[config.mk]
export PLATFORM = sky130hd
export DESIGN_NAME = dpsf_tx
export DESIGN_NICKNAME = d
export VERILOG_FILES = /design/src/rtl/dpsf_pkg.sv /design/src/rtl/dpsf_seq.sv /design/src/rtl/dpsf_out.sv /design/src/rtl/dpsf_tx.sv
export SDC_FILE = /design/constraint.sdc
export NUM_CORES = 1
export LEC_CHECK = 0
export BUFFER_PORTS_ARGS = -buffer_cell sky130_fd_sc_hd__buf_2
export CORE_MARGIN = 2
export CORE_UTILIZATION = 25
export CTS_BUF_LIST = sky130_fd_sc_hd__clkbuf_4 sky130_fd_sc_hd__clkbuf_8
export DETAILED_ROUTE_END_ITERATION = 8
export GPL_ROUTABILITY_DRIVEN = 1
export HOLD_SLACK_MARGIN = 0.06
export PLACE_DENSITY = 0.42
export SYNTH_ARGS = -nofsm -noshare
export SYNTH_HDL_FRONTEND = slang
export SYNTH_SLANG_ARGS = --single-unit
[constraint.sdc]
create_clock -name clk -period 5.9 [get_ports clk]
set_input_delay 0 -clock clk [delete_from_list [all_inputs] [get_ports clk]]
set_output_delay 0 -clock clk [all_outputs]
set_load 0.01 [all_outputs]
[src/rtl/dpsf_pkg.sv]
package dpsf_pkg;
  typedef enum logic [2:0] {
    SL_IDLE,
    SL_ARM,
    SL_SEL_LO,
    SL_DAT_LO,
    SL_SEL_HI,
    SL_DAT_HI,
    SL_GAP
  } slot_e;
endpackage

[src/rtl/dpsf_seq.sv]
module dpsf_seq
  import dpsf_pkg::*;
#(
  parameter int DW = 16,
  parameter int CW = 5,
  parameter int GW = 5
) (
  input  logic          clk,
  input  logic          rst_n,
  input  logic          tick,
  input  logic          start,
  input  logic [DW-1:0] data_lo,
  input  logic [DW-1:0] data_hi,
  input  logic [CW-1:0] cnt_lo,
  input  logic [CW-1:0] cnt_hi,
  input  logic          sel_lo_en,
  input  logic          sel_hi_en,
  input  logic [GW-1:0] gap_len,
  input  logic          clk_ctl,
  output slot_e         slot_o,
  output logic          bit_o,
  output logic          ctl_o,
  output logic          busy_o,
  output logic          irq_o
);
  localparam int IW = (CW > GW) ? CW : GW;
  localparam int SW = (DW > 1) ? $clog2(DW) : 1;
  localparam logic [IW-1:0] MAXB = IW'(DW);
  localparam logic [IW-1:0] MINGAP = IW'(2);

  slot_e          slot_q, slot_n;
  logic [IW-1:0]  idx_q, idx_n;
  logic           irq_q, irq_n;
  logic           load;
  logic [DW-1:0]  data_lo_q, data_hi_q;
  logic [IW-1:0]  nlo_q, nhi_q, gap_q;
  logic           sel_lo_q, sel_hi_q, ctl_q;
  logic [IW-1:0]  nlo_in, nhi_in, gap_in, idx_inc;
  slot_e          hi_entry, lo_entry;

  // clamp configuration fields on the way into the capture registers
  always_comb begin
    nlo_in = (IW'(cnt_lo) > MAXB) ? MAXB : IW'(cnt_lo);
    nhi_in = (IW'(cnt_hi) > MAXB) ? MAXB : IW'(cnt_hi);
    gap_in = (IW'(gap_len) < MINGAP) ? MINGAP : IW'(gap_len);
  end

  // first slot of each phase, falling through empty phases
  always_comb begin
    if (sel_hi_q)            hi_entry = SL_SEL_HI;
    else if (nhi_q != '0)    hi_entry = SL_DAT_HI;
    else                     hi_entry = SL_GAP;
    if (sel_lo_q)            lo_entry = SL_SEL_LO;
    else if (nlo_q != '0)    lo_entry = SL_DAT_LO;
    else                     lo_entry = hi_entry;
  end

  assign idx_inc = idx_q + IW'(1);

  // next-state logic
  always_comb begin
    slot_n = slot_q;
    idx_n  = idx_q;
    irq_n  = 1'b0;
    load   = 1'b0;
    if (slot_q == SL_IDLE) begin
      if (start) begin
        slot_n = SL_ARM;
        idx_n  = '0;
        load   = 1'b1;
      end
    end else if (tick) begin
      idx_n = '0;
      case (slot_q)
        SL_ARM:    slot_n = lo_entry;
        SL_SEL_LO: slot_n = (nlo_q != '0) ? SL_DAT_LO : hi_entry;
        SL_DAT_LO: begin
          if (idx_inc < nlo_q) idx_n = idx_inc;
          else                 slot_n = hi_entry;
        end
        SL_SEL_HI: slot_n = (nhi_q != '0) ? SL_DAT_HI : SL_GAP;
        SL_DAT_HI: begin
          if (idx_inc < nhi_q) idx_n = idx_inc;
          else                 slot_n = SL_GAP;
        end
        SL_GAP: begin
          if (idx_inc < gap_q) idx_n = idx_inc;
          else begin
            slot_n = SL_IDLE;
            irq_n  = 1'b1;
          end
        end
        default: slot_n = SL_IDLE;
      endcase
    end
  end

  // state registers
  always_ff @(posedge clk or negedge rst_n) begin
    if (!rst_n) begin
      slot_q <= SL_IDLE;
      idx_q  <= '0;
      irq_q  <= 1'b0;
    end else begin
      slot_q <= slot_n;
      idx_q  <= idx_n;
      irq_q  <= irq_n;
    end
  end

  // configuration capture, enabled only by an accepted start
  always_ff @(posedge clk or negedge rst_n) begin
    if (!rst_n) begin
      data_lo_q <= '0;
      data_hi_q <= '0;
      nlo_q     <= '0;
      nhi_q     <= '0;
      gap_q     <= MINGAP;
      sel_lo_q  <= 1'b0;
      sel_hi_q  <= 1'b0;
      ctl_q     <= 1'b0;
    end else if (load) begin
      data_lo_q <= data_lo;
      data_hi_q <= data_hi;
      nlo_q     <= nlo_in;
      nhi_q     <= nhi_in;
      gap_q     <= gap_in;
      sel_lo_q  <= sel_lo_en;
      sel_hi_q  <= sel_hi_en;
      ctl_q     <= clk_ctl;
    end
  end

  always_comb begin
    case (slot_q)
      SL_DAT_LO: bit_o = data_lo_q[idx_q[SW-1:0]];
      SL_DAT_HI: bit_o = data_hi_q[idx_q[SW-1:0]];
      default:   bit_o = 1'b0;
    endcase
  end

  assign slot_o = slot_q;
  assign ctl_o  = ctl_q;
  assign busy_o = (slot_q != SL_IDLE);
  assign irq_o  = irq_q;


  dat_lo_range_chk: assert property (@(posedge clk) disable iff (!rst_n)
    (slot_q == SL_DAT_LO) |-> (idx_q < nlo_q && nlo_q <= MAXB));

  dat_hi_range_chk: assert property (@(posedge clk) disable iff (!rst_n)
    (slot_q == SL_DAT_HI) |-> (idx_q < nhi_q && nhi_q <= MAXB));

  gap_range_chk: assert property (@(posedge clk) disable iff (!rst_n)
    (slot_q == SL_GAP) |-> (idx_q < gap_q && gap_q >= MINGAP));

  phase_order_chk: assert property (@(posedge clk) disable iff (!rst_n)
    (slot_q inside {SL_SEL_HI, SL_DAT_HI, SL_GAP}) |=>
      !(slot_q inside {SL_SEL_LO, SL_DAT_LO, SL_ARM}));

  irq_single_chk: assert property (@(posedge clk) disable iff (!rst_n)
    irq_q |=> !irq_q);

  cfg_hold_chk: assert property (@(posedge clk) disable iff (!rst_n)
    (slot_q != SL_IDLE) |=> ($stable(data_lo_q) && $stable(data_hi_q) &&
      $stable(nlo_q) && $stable(nhi_q) && $stable(gap_q) && $stable(ctl_q)));
endmodule

[src/rtl/dpsf_out.sv]
module dpsf_out
  import dpsf_pkg::*;
(
  input  logic  clk,
  input  logic  rst_n,
  input  logic  tick,
  input  slot_e slot_i,
  input  logic  bit_i,
  input  logic  ctl_i,
  output logic  fclk_o,
  output logic  sdo_o,
  output logic  en_lo_o,
  output logic  en_hi_o
);
  logic tick_q;
  logic sdo_q, enl_q, enh_q, gap_q, fclk_q;
  logic sdo_n, enl_n, enh_n, gap_n, fclk_n;

  // slot outputs follow the sequencer one cycle after a tick (fclk falling)
  always_comb begin
    sdo_n  = sdo_q;
    enl_n  = enl_q;
    enh_n  = enh_q;
    gap_n  = gap_q;
    if (tick_q) begin
      enl_n = (slot_i == SL_SEL_LO) || (slot_i == SL_DAT_LO);
      enh_n = (slot_i == SL_SEL_HI) || (slot_i == SL_DAT_HI);
      gap_n = (slot_i == SL_GAP);
      sdo_n = bit_i;
    end
    fclk_n = tick && (enl_q || enh_q || (ctl_i && gap_q));
  end

  always_ff @(posedge clk or negedge rst_n) begin
    if (!rst_n) begin
      tick_q <= 1'b0;
      sdo_q  <= 1'b0;
      enl_q  <= 1'b0;
      enh_q  <= 1'b0;
      gap_q  <= 1'b0;
      fclk_q <= 1'b0;
    end else begin
      tick_q <= tick;
      sdo_q  <= sdo_n;
      enl_q  <= enl_n;
      enh_q  <= enh_n;
      gap_q  <= gap_n;
      fclk_q <= fclk_n;
    end
  end

  assign fclk_o  = fclk_q;
  assign sdo_o   = sdo_q;
  assign en_lo_o = enl_q;
  assign en_hi_o = enh_q;


  en_excl_chk: assert property (@(posedge clk) disable iff (!rst_n)
    !(enl_q && enh_q));

  sdo_idle_chk: assert property (@(posedge clk) disable iff (!rst_n)
    !(enl_q || enh_q) |-> !sdo_q);

  sdo_edge_chk: assert property (@(posedge clk) disable iff (!rst_n)
    !$stable(sdo_q) |-> $past(tick_q));

  fclk_gate_chk: assert property (@(posedge clk) disable iff (!rst_n)
    (fclk_q && !ctl_i) |-> (enl_q || enh_q));
endmodule

[src/rtl/dpsf_tx.sv]
module dpsf_tx
  import dpsf_pkg::*;
#(
  parameter int DW = 16,
  parameter int CW = 5,
  parameter int GW = 5
) (
  input  logic          clk,
  input  logic          rst_n,
  input  logic          tick,
  input  logic          start,
  input  logic [DW-1:0] data_lo,
  input  logic [DW-1:0] data_hi,
  input  logic [CW-1:0] cnt_lo,
  input  logic [CW-1:0] cnt_hi,
  input  logic          sel_lo_en,
  input  logic          sel_hi_en,
  input  logic [GW-1:0] gap_len,
  input  logic          clk_ctl,
  output logic          fclk,
  output logic          sdo,
  output logic          en_lo,
  output logic          en_hi,
  output logic          en_cmd,
  output logic          busy,
  output logic          irq
);
  logic [1:0] rsync_q;
  logic       rst_int_n;
  slot_e      slot;
  logic       cur_bit, ctl;

  // asynchronous assertion, synchronous release
  always_ff @(posedge clk or negedge rst_n) begin
    if (!rst_n) rsync_q <= 2'b00;
    else        rsync_q <= {rsync_q[0], 1'b1};
  end
  assign rst_int_n = rsync_q[1];

  dpsf_seq #(.DW(DW), .CW(CW), .GW(GW)) u_seq (
    .clk       (clk),
    .rst_n     (rst_int_n),
    .tick      (tick),
    .start     (start),
    .data_lo   (data_lo),
    .data_hi   (data_hi),
    .cnt_lo    (cnt_lo),
    .cnt_hi    (cnt_hi),
    .sel_lo_en (sel_lo_en),
    .sel_hi_en (sel_hi_en),
    .gap_len   (gap_len),
    .clk_ctl   (clk_ctl),
    .slot_o    (slot),
    .bit_o     (cur_bit),
    .ctl_o     (ctl),
    .busy_o    (busy),
    .irq_o     (irq)
  );

  dpsf_out u_out (
    .clk     (clk),
    .rst_n   (rst_int_n),
    .tick    (tick),
    .slot_i  (slot),
    .bit_i   (cur_bit),
    .ctl_i   (ctl),
    .fclk_o  (fclk),
    .sdo_o   (sdo),
    .en_lo_o (en_lo),
    .en_hi_o (en_hi)
  );

  // data frames never use the command enable
  assign en_cmd = 1'b0;


  busy_irq_chk: assert property (@(posedge clk) disable iff (!rst_int_n)
    irq |-> !busy);
endmodule

==> results summary, run 1 <==
The flow ran to the end, and the final reports show no timing, DRC or antenna violations. The final routed wirelength across all metal layers is about 8400 um. The final weighted congestion in routability-driven placement came out at 0.808. The count of unique library cells instantiated by Yosys came out at 54. For the worst setup path, the data required time is just over 6 ns. The post-synthesis register bit count is between 60 and 70. The area of combinational cells with multiple inputs is ~0.0016 mm^2. After floorplanning, the core was divided into 42 placement rows.

The area share of the leading cell type in the synthesized netlist came out at 0.478. The cell sitting at the root of the clock tree is a sky130_fd_sc_hd__clkbuf_8. The initial utilization of the core area, before any placement, comes to 0.258. The die is 122 um tall. The fraction of the yosys area taken by sequential cells is 0.485. The total clock buffers created by CTS came out at 9. The commonest cells after synthesis are sky130_fd_sc_hd__nand2_1, sky130_fd_sc_hd__dfrtp_1, sky130_fd_sc_hd__o21ai_0, sky130_fd_sc_hd__inv_1.

The I/O pin count came out at 61. The maximum number of pins on one net before global-route repair is 66. The global-route wire length before repair came out at about 14000 um. The final-layout fill cell count is about 1400. The post-layout worst setup margin came out at approximately 2.9 ns.

The total global routing overflow came out at 0. The number of buffers on the longest clock path came out at 2. In this run the tightest slew margin relative to its limit is 0.443. The worst supply voltage drop on vdd is ~0.15 mV. In the final layout, the share of cells above drive strength 1 is 0.189. In the synthesized netlist the dominant register cell turns out to be sky130_fd_sc_hd__dfrtp_1. The worst setup path is captured at a register. The average wire per standard cell came out at 12.6 um.

The flip-flop and latch area is 0.00168 mm^2. The violation count after the first detailed-routing iteration is roughly 110. The number of nets in the synthesized netlist came out at about 440. The biggest area contributor in the post-synthesis netlist is sky130_fd_sc_hd__dfrtp_1.

The final number of setup-violating endpoints came out at 0. In this run the worst path has a maximum fanout of 17. The via count of the first global-routing pass came out at just over 3000. The final antenna-violating net count came out at 0. The die boundary width is 122 um. The critical path is of the reg -> reg type.

The CTS sink count came out at 67. The worst hold slack across all endpoints is approximately 0.12 ns. The share of async-settable or async-resettable flops after synthesis came out at 1.00. Setup repair after global routing left no endpoint under its margin. The level count of the clock H-tree is 3. The arrival time of data at the critical path endpoint is 3.31 ns. The leakage power came out at about 0.0022 uW.

The synthesized netlist cell count is 370. Summed over all failing endpoints, the final setup total negative slack is 0 ns. The maximum operating frequency is between 300 and 400 MHz.

The core area came out at around 0.013 mm^2. The final-report hold violation count came out at 0. The most common cell in the synthesized netlist is sky130_fd_sc_hd__nand2_1.

The synthesis-to-finish area growth is 35.7%. The Yosys step of the flow raised 0 warnings. TritonCTS built the clock tree. The number of resized instances in the post-cts repair step came out at 0. In this run the cell area of the synthesized design comes to 0.00346 mm^2.

The full die area is roughly 0.015 mm^2. Input and output buffers added on the ports amount to 59. In the final design database the tool counted 549 nets. OpenSTA, run right after detailed placement, puts the worst setup slack at 2.86 ns. At the later pin of the worst-skew pair, clock insertion delay measures between 0.3 and 0.4 ns. After detailed routing, the number of vias per cell comes to around 4.4. Across the run, the number of max-cap violations was 0. For this run, design rule violations remaining after detail routing come to 0. The worst path in the final design needs a cycle of roughly 3.0 ns, including I/O delays and setup. The initial antenna violation count was 0. The global-route total usage across every layer is 0.122. The cell area after layout came out at roughly 0.0047 mm^2.

The number of antenna repair diodes came out at 0. The routed via count is ~2900. A synthesized cell averages approximately 9.3 um^2. The final number of max-transition violations came out at 0. The power per unit of standard cell area is 418 mW/mm^2. The worst setup path is launched from a register. The area after detailed placement is 0.00389 mm^2. The slew of the pin with the lowest slew margin is approximately 0.84 ns. The length of the first detailed-routing pass in iterations is 4. After clock tree synthesis, the clock-pin slew on the worst setup and hold paths is 0.07 ns. The final cell utilization of the core is 0.350. Clock skew on the completed layout was measured at 0.00885 ns.

After synthesis, the cell types taking the most area are sky130_fd_sc_hd__dfrtp_1, sky130_fd_sc_hd__nand2_1, sky130_fd_sc_hd__ha_1. The class of the worst hold path is in -> reg. The sum of net half-perimeters after detailed placement came out at between 5000 and 6000 um. The synthesized design contains 0 enable-type register cells. The post-route clock period utilization is 0.513.
cell families after synthesis:
group,Yosys count,share of synthesized area
AOI/OAI and AO/OA,62,0.118
xor gates and xnor gates,3,0.00760
adders and majority gates,13,0.0470
other,2,0.00217
muxes,15,0.0619
buffers and inverters,40,0.0514
DFF,67,0.485
and+or+nand+nor,168,0.226
path summary, 6_finish.rpt:
| path | from | end | slack, ns | cells past startpoint |
|---|---|---|---|---|
| worst min-delay path | start | u_seq.nlo_q[0] | 0.12 | 4 |
| max in group asynchronous | rsync_q[1] | u_seq.nhi_q[2] | 4.90 | 1 |
| min in group asynchronous | rsync_q[1] | u_seq.nhi_q[0] | 0.43 | 1 |
| worst min register to register | rsync_q[0] | rsync_q[1] | 0.36 | 0 |
| worst max-delay path | u_seq.idx_q[0] | u_seq.idx_q[0] | 2.87 | 10 |
| worst max register to register | u_seq.idx_q[0] | u_seq.idx_q[0] | 2.87 | 10 |
cell usage in the layout (no fill, tap or decap), types with 2 or more instances in the layout:
| cell | Yosys | routed |
|---|---|---|
| sky130_fd_sc_hd__or3_1 | 2 | 2 |
| sky130_fd_sc_hd__and3b_1 | 2 | 2 |
| sky130_fd_sc_hd__nor4_1 | 2 | 2 |
| sky130_fd_sc_hd__o21ai_0 | 20 | 20 |
| sky130_fd_sc_hd__ha_1 | 13 | 13 |
| sky130_fd_sc_hd__xnor2_1 | 2 | 2 |
| sky130_fd_sc_hd__clkbuf_4 | 0 | 2 |
| sky130_fd_sc_hd__dlygate4sd3_1 | 0 | 60 |
| sky130_fd_sc_hd__mux2i_1 | 6 | 6 |
| sky130_fd_sc_hd__buf_2 | 10 | 59 |
| sky130_fd_sc_hd__a31oi_1 | 5 | 5 |
| sky130_fd_sc_hd__dfrtp_1 | 66 | 65 |
| sky130_fd_sc_hd__clkinvlp_4 | 0 | 2 |
| sky130_fd_sc_hd__nor2b_1 | 5 | 5 |
| sky130_fd_sc_hd__a21oi_1 | 13 | 13 |
| sky130_fd_sc_hd__conb_1 | 2 | 2 |
| sky130_fd_sc_hd__nand2_1 | 118 | 118 |
| sky130_fd_sc_hd__mux4_2 | 2 | 2 |
| sky130_fd_sc_hd__mux2_2 | 4 | 4 |
| sky130_fd_sc_hd__inv_1 | 19 | 19 |
| sky130_fd_sc_hd__o32ai_1 | 2 | 2 |
| sky130_fd_sc_hd__mux4_1 | 2 | 2 |
| sky130_fd_sc_hd__or4_1 | 2 | 2 |
| sky130_fd_sc_hd__a211oi_1 | 3 | 3 |
| sky130_fd_sc_hd__nor3_1 | 3 | 3 |
| sky130_fd_sc_hd__a22o_1 | 3 | 3 |
| sky130_fd_sc_hd__nor2_1 | 6 | 6 |
| sky130_fd_sc_hd__nand3b_1 | 13 | 13 |
| sky130_fd_sc_hd__nand3_1 | 6 | 6 |
| sky130_fd_sc_hd__clkbuf_8 | 0 | 10 |
| sky130_fd_sc_hd__o211ai_1 | 4 | 4 |
| sky130_fd_sc_hd__and2_0 | 2 | 2 |
| sky130_fd_sc_hd__buf_4 | 2 | 3 |
flip-flops by register name, indices dropped and copies added (netlist names):
| signal | count |
|---|---|
| u_seq.data_hi_q | 16 |
| u_seq.data_lo_q | 16 |
| u_seq.gap_q | 5 |
| u_seq.idx_q | 5 |
| u_seq.nhi_q | 5 |
| u_seq.nlo_q | 5 |
| u_seq.slot_o | 3 |
| rsync_q | 2 |
| u_out.en_hi_o | 1 |
| u_out.en_lo_o | 1 |
| u_out.fclk_o | 1 |
| u_out.gap_q | 1 |
| u_out.sdo_o | 1 |
| u_out.tick_q | 1 |
| u_seq.ctl_o | 1 |
| u_seq.irq_o | 1 |
| u_seq.sel_hi_q | 1 |
| u_seq.sel_lo_q | 1 |
final cells by class:
type                       count  area share
timing repair buffer         122       0.196
clock buffer                  12      0.0325
clock inverter                 4      0.0107
multi-input combinational    263       0.341
tap                          176      0.0469
sequential                    67       0.358
inverter                      19      0.0152
worst max-delay path, cell delays in order, from the launching register on:
cell	delay, ns
sky130_fd_sc_hd__dfrtp_1	0.79
sky130_fd_sc_hd__ha_1	0.34
sky130_fd_sc_hd__nand3_1	0.11
sky130_fd_sc_hd__xnor2_1	0.37
sky130_fd_sc_hd__ha_1	0.32
sky130_fd_sc_hd__nand2_1	0.07
sky130_fd_sc_hd__nand4b_1	0.10
sky130_fd_sc_hd__a31oi_1	0.31
sky130_fd_sc_hd__a211oi_1	0.11
sky130_fd_sc_hd__nor2b_1	0.24
sky130_fd_sc_hd__mux2_2	0.19
metrics by stage:
| stage | total power, uW | instances |
|---|---|---|
| global placement | 1550 | 587 |
| floorplan | 1370 | 370 |
| detailed placement | 1560 | 587 |
| finish | 1960 | 663 |
| global route | 2160 | 663 |
| CTS | 2000 | 663 |
report_power, final:
| group | leakage, uW | total [uW] | switching, uW | internal, uW |
|---|---|---|---|---|
| Clock | 0.0000994 | 390 | 174 | 215 |
| Sequential | 0.000849 | 827 | 178 | 649 |
| Combinational | 0.00127 | 747 | 394 | 353 |
| Total | 0.00222 | 1960 | 746 | 1220 |
timing repair:
action / 4_1_cts / 5_1_grt
endpoints found under the hold margin: 55 / 0
hold buffers: 60 / 0
setup buffers: 0 / 0
metal layers:
| metal | GRT usage | vias up | share of wire |
|---|---|---|---|
| met5 | 0 | - | 0 |
| met1 | 0.157 | 1380 | 0.47 |
| met2 | 0.202 | 39 | 0.48 |
| met4 | 0.0409 | 0 | 0.014 |
| met3 | 0.0286 | 8 | 0.032 |
| li1 | - | 1483 | - |
(Power assumes the default switching activity.)
==> run 2, diff against run 1 <==
--- a/config.mk
+++ b/config.mk
@@ -5,6 +5,7 @@
 export SDC_FILE = /design/constraint.sdc
 export NUM_CORES = 1
 export LEC_CHECK = 0
+export ABC_AREA = 1
 export BUFFER_PORTS_ARGS = -buffer_cell sky130_fd_sc_hd__buf_2
 export CORE_MARGIN = 2
 export CORE_UTILIZATION = 25
@@ -12,7 +13,7 @@
 export DETAILED_ROUTE_END_ITERATION = 8
 export GPL_ROUTABILITY_DRIVEN = 1
 export HOLD_SLACK_MARGIN = 0.06
-export PLACE_DENSITY = 0.42
+export PLACE_DENSITY = 0.43
 export SYNTH_ARGS = -nofsm -noshare
 export SYNTH_HDL_FRONTEND = slang
 export SYNTH_SLANG_ARGS = --single-unit
==> constraint.sdc (replaced) <==
create_clock -name clk -period 2.4 [get_ports clk]
set_input_delay 0 -clock clk [delete_from_list [all_inputs] [get_ports clk]]
set_output_delay 0 -clock clk [all_outputs]
set_load 0.01 [all_outputs]
==> results summary, run 2 <==
Top cells by count, synth: sky130_fd_sc_hd__nand2_1, sky130_fd_sc_hd__dfrtp_1, sky130_fd_sc_hd__inv_1, sky130_fd_sc_hd__o21ai_0, sky130_fd_sc_hd__nand3_1 (was sky130_fd_sc_hd__nand2_1, sky130_fd_sc_hd__dfrtp_1, sky130_fd_sc_hd__o21ai_0, sky130_fd_sc_hd__inv_1). The CTS sink count is 67 (unchanged). The critical path endpoint category is a register (unchanged).

The final number of setup-violating endpoints came to 0 (unchanged). The quantity of I/O buffers inserted on ports is 59 (unchanged). The worst-path maximum fanout is 4 (was 17). The power per unit of standard cell area is 983 mW/mm^2 (was 418 mW/mm^2). The sum of net half-perimeters after detailed placement came out at 6460 um (was 5650 um). The clock tree from TritonCTS is built (unchanged). The number of nets in the synthesized netlist is 517 (was 437). The number of cell instances on the worst register-to-register path is 12 (was 10). The maximum operating frequency came to 451 MHz (was 330 MHz).

The fraction of the yosys area taken by sequential cells is 0.471 (was 0.485). Largest registers: u_seq.data_hi_q: 16 flops, u_seq.data_lo_q: 16 flops (unchanged). The dominant synthesized flop cell is sky130_fd_sc_hd__dfrtp_1 (unchanged).

The area of combinational cells with multiple inputs is 0.00153 mm^2 (was 0.00160 mm^2). The global-route total usage across every layer is 0.136 (was 0.122). The initial antenna violation count came out at 0 (unchanged). The routed via count is 3223 (was 2910).

The number of buffers on the longest clock path was 2 (unchanged). The post-synthesis register bit count is 67 (unchanged). The cell depth of the worst min-delay path came out at 5 (was 4). The maximum number of pins on one net before global-route repair came out at 66 (unchanged).

The clock group share of total power came to 0.227 (was 0.198). The global-route wire length before repair is 16100 um (was 14100 um). The DRC violations left came out at 0 (unchanged).

The count of synthesis-stage warnings from yosys is 0 (unchanged). The total clock buffers created by CTS is 9 (unchanged). The number of placement rows was 43 (was 42). The core area is 0.0139 mm^2 (was 0.0134 mm^2). The dominant cell by count in the synthesized netlist was sky130_fd_sc_hd__nand2_1 (unchanged). The number of synthesized flops with an enable pin came out at 0 (unchanged). The area share of the leading cell type in the synthesized netlist came out at 0.463 (was 0.478). The slew of the pin with the lowest slew margin is 0.853 ns (was 0.836 ns). The final routed wirelength across all metal layers came out at 9480 um (was 8380 um). Top library cells by usage in the layout, fill and taps aside: sky130_fd_sc_hd__nand2_1, sky130_fd_sc_hd__dfrtp_1, sky130_fd_sc_hd__inv_1, sky130_fd_sc_hd__dlygate4sd3_1, sky130_fd_sc_hd__buf_2 (was sky130_fd_sc_hd__nand2_1, sky130_fd_sc_hd__dfrtp_1, sky130_fd_sc_hd__dlygate4sd3_1, sky130_fd_sc_hd__buf_2, sky130_fd_sc_hd__o21ai_0). The synthesized netlist cell count was 450 (was 370).

The net total in the final layout was 640 (was 549). The leading cell type in the layout, fill and taps excluded is sky130_fd_sc_hd__nand2_1 (unchanged). The leakage power is 0.00250 uW (was 0.00222 uW). The max-capacitance violation count is 0 (unchanged). The vertical die dimension came out at 123 um (was 122 um). The source-to-sink clock delay at the later pin of the worst-skew pair is 0.35 ns (about the same). The average vias per placed instance came out at 4.25 (was 4.39). The classification of the worst setup path is reg -> reg (unchanged). The violation count after the first detailed-routing iteration was 141 (was 113).

The cell type with the largest total area after synthesis was sky130_fd_sc_hd__dfrtp_1 (unchanged). Run status: completed (unchanged). The final number of max-transition violations is 0 (unchanged). The setup TNS came out at 0 ns (unchanged). The switching fraction of total power came out at 0.385 (was 0.380). The length of the first detailed-routing pass in iterations is 4 (unchanged). The synthesized area per cell came out at 7.92 um^2 (was 9.35 um^2). The die boundary width came to 123 um (was 122 um). The class of the worst hold path is in -> reg (unchanged). The fraction of power consumed by combinational cells is 0.406 (was 0.380). The I/O pin count came out at 61 (unchanged). The synthesis-to-finish area growth came out at 38.1% (was 35.7%). Most area-consuming cells after synthesis: sky130_fd_sc_hd__dfrtp_1, sky130_fd_sc_hd__nand2_1, sky130_fd_sc_hd__inv_1 (was sky130_fd_sc_hd__dfrtp_1, sky130_fd_sc_hd__nand2_1, sky130_fd_sc_hd__ha_1). The share of post-route cells with drive strength above 1 was 0.197 (was 0.189). The post-synth design cell area came out at 0.00356 mm^2 (was 0.00346 mm^2).

The count of unique library cells instantiated by Yosys came out at 37 (was 54). The final-report hold violation count came out at 0 (unchanged). The root buffer selected by CTS is sky130_fd_sc_hd__clkbuf_8 (unchanged). The post-layout minimum cycle time came out at 2.22 ns (was 3.03 ns). The cell-internal power is 2970 uW (was 1220 uW).

The final antenna-violating net count came out at 0 (unchanged). The average wire per standard cell came to 12.5 um (was 12.6 um). The final-layout fill cell count came to 1502 (was 1372). The endpoint required time on the critical path is 2.66 ns (was 6.19 ns). The headroom to the max-slew limit was 0.431 (was 0.443). The switching power of the nets is 1860 uW (was 746 uW). The initial core utilization is 0.257 (was 0.258). The kind of start point of the critical path is a register (unchanged). The clock skew after layout is 0.0110 ns (was 0.00885 ns). The level count of the clock H-tree was 3 (unchanged).

The arrival time of data at the critical path endpoint is 2.48 ns (was 3.31 ns). The total global routing overflow is 0 (unchanged). The via count of the first global-routing pass is 3284 (was 3036). The number of antenna repair diodes is 0 (unchanged). The share of async-settable or async-resettable flops after synthesis came out at 1.00 (unchanged).

The final weighted congestion in routability-driven placement was 0.827 (was 0.808). The clock-pin slew on the worst setup and hold paths came to 0.07 ns (about the same). The final cell utilization of the core is 0.354 (was 0.350). The full die area came out at 0.0152 mm^2 (was 0.0148 mm^2). The post-route clock period utilization came to 0.924 (was 0.513).

The flip-flop and latch area came out at 0.00168 mm^2 (about the same). The worst supply voltage drop on vdd came out at 0.308 mV (was 0.146 mV). The register share of total power came out at 0.367 (was 0.421).
[run 2: changes by cell type after synthesis, moves of 7 or more]
cell	delta
sky130_fd_sc_hd__a21oi_1	-7
sky130_fd_sc_hd__inv_1	+45
sky130_fd_sc_hd__nand2_1	+16
sky130_fd_sc_hd__nand3_1	+29
sky130_fd_sc_hd__nand3b_1	-13
sky130_fd_sc_hd__nor2_1	+13
sky130_fd_sc_hd__o21ai_0	+18
sky130_fd_sc_hd__o21ai_1	+11
[run 2: power by group through the flow]
stage	registers, uW	logic [uW]	clock network, uW
detailed placement	1800	1850	0
finish	1780	1960	1100
global route	1840	2280	1180
floorplan	1780	1390	0
CTS	1780	1990	1140
global placement	1790	1850	0
[run 2: path summary, 6_finish.rpt]
| check | from | end | slack (ns) |
|---|---|---|---|
| worst max-delay path | u_seq.idx_q[0] | u_seq.idx_q[1] | 0.18 |
| worst min-delay path | start | u_seq.data_hi_q[4] | 0.21 |
| worst max register to register | u_seq.idx_q[0] | u_seq.idx_q[1] | 0.18 |
| worst min register to register | rsync_q[0] | rsync_q[1] | 0.36 |
| max in group asynchronous | rsync_q[1] | u_seq.idx_q[2] | 1.35 |
| min in group asynchronous | rsync_q[1] | u_seq.data_lo_q[4] | 0.45 |
[run 2: repair_timing]
action	4_1_cts	5_1_grt
hold endpoints to repair	55	0
hold buffers	62	0
resized for setup	0	5
setup buffers	0	1
endpoints found under the setup margin	0	8
[run 2: layout make-up]
cell class                 count  area share
clock buffer                  12      0.0323
clock inverter                 4      0.0148
inverter                      71      0.0547
multi-input combinational    296       0.312
sequential                    67       0.342
tap                          180      0.0458
timing repair buffer         128       0.199
[run 2: metrics by stage]
stage / setup slack [ns] / hold WS [ns] / std cells / cell area (um^2) / total power (uW)
6_report: 0.184 / 0.213 / 758 / 4920 / 4840
4_1_cts: 0.132 / 0.184 / 757 / 4890 / 4900
5_1_grt: -0.00400 / 0.226 / 758 / 4920 / 5300
3_5_place_dp: 0.160 / -0.213 / 679 / 4040 / 3650
3_3_place_gp: 0.180 / -0.215 / 679 / 4040 / 3640
2_1_floorplan: 0.276 / -0.296 / 450 / 3560 / 3160
[run 2: kinds of logic (layout without fill, tap and decap cells)]
family,Yosys count,after routing,synth area share
XOR/XNOR,3,3,0.00737
AO/OA/AOI/OAI,65,65,0.0997
AND/OR/NAND/NOR,213,213,0.269
flip-flops,67,67,0.471
buffers and inverters,87,215,0.105
other,2,2,0.00211
adder cells (fa/ha/maj),13,13,0.0456
[run 2: worst max-delay path, stage by stage (launching register included)]
cell and delay [ns]:
sky130_fd_sc_hd__dfrtp_1 0.40, sky130_fd_sc_hd__ha_1 0.24, sky130_fd_sc_hd__nand3_1 0.14, sky130_fd_sc_hd__xor2_2 0.19, sky130_fd_sc_hd__inv_2 0.08, sky130_fd_sc_hd__ha_1 0.29
sky130_fd_sc_hd__nand2_1 0.07, sky130_fd_sc_hd__inv_1 0.04, sky130_fd_sc_hd__o21ai_0 0.14, sky130_fd_sc_hd__nand4_2 0.18, sky130_fd_sc_hd__nand3_4 0.16, sky130_fd_sc_hd__nand3_1 0.08
sky130_fd_sc_hd__o21ai_0 0.10
[run 2: routing by layer]
| layer | global-route usage | part of all wire |
|---|---|---|
| met1 | 0.198 | 0.52 |
| met2 | 0.196 | 0.43 |
| met3 | 0.0268 | 0.037 |
| met4 | 0.0533 | 0.017 |
| met5 | 0 | 0 |
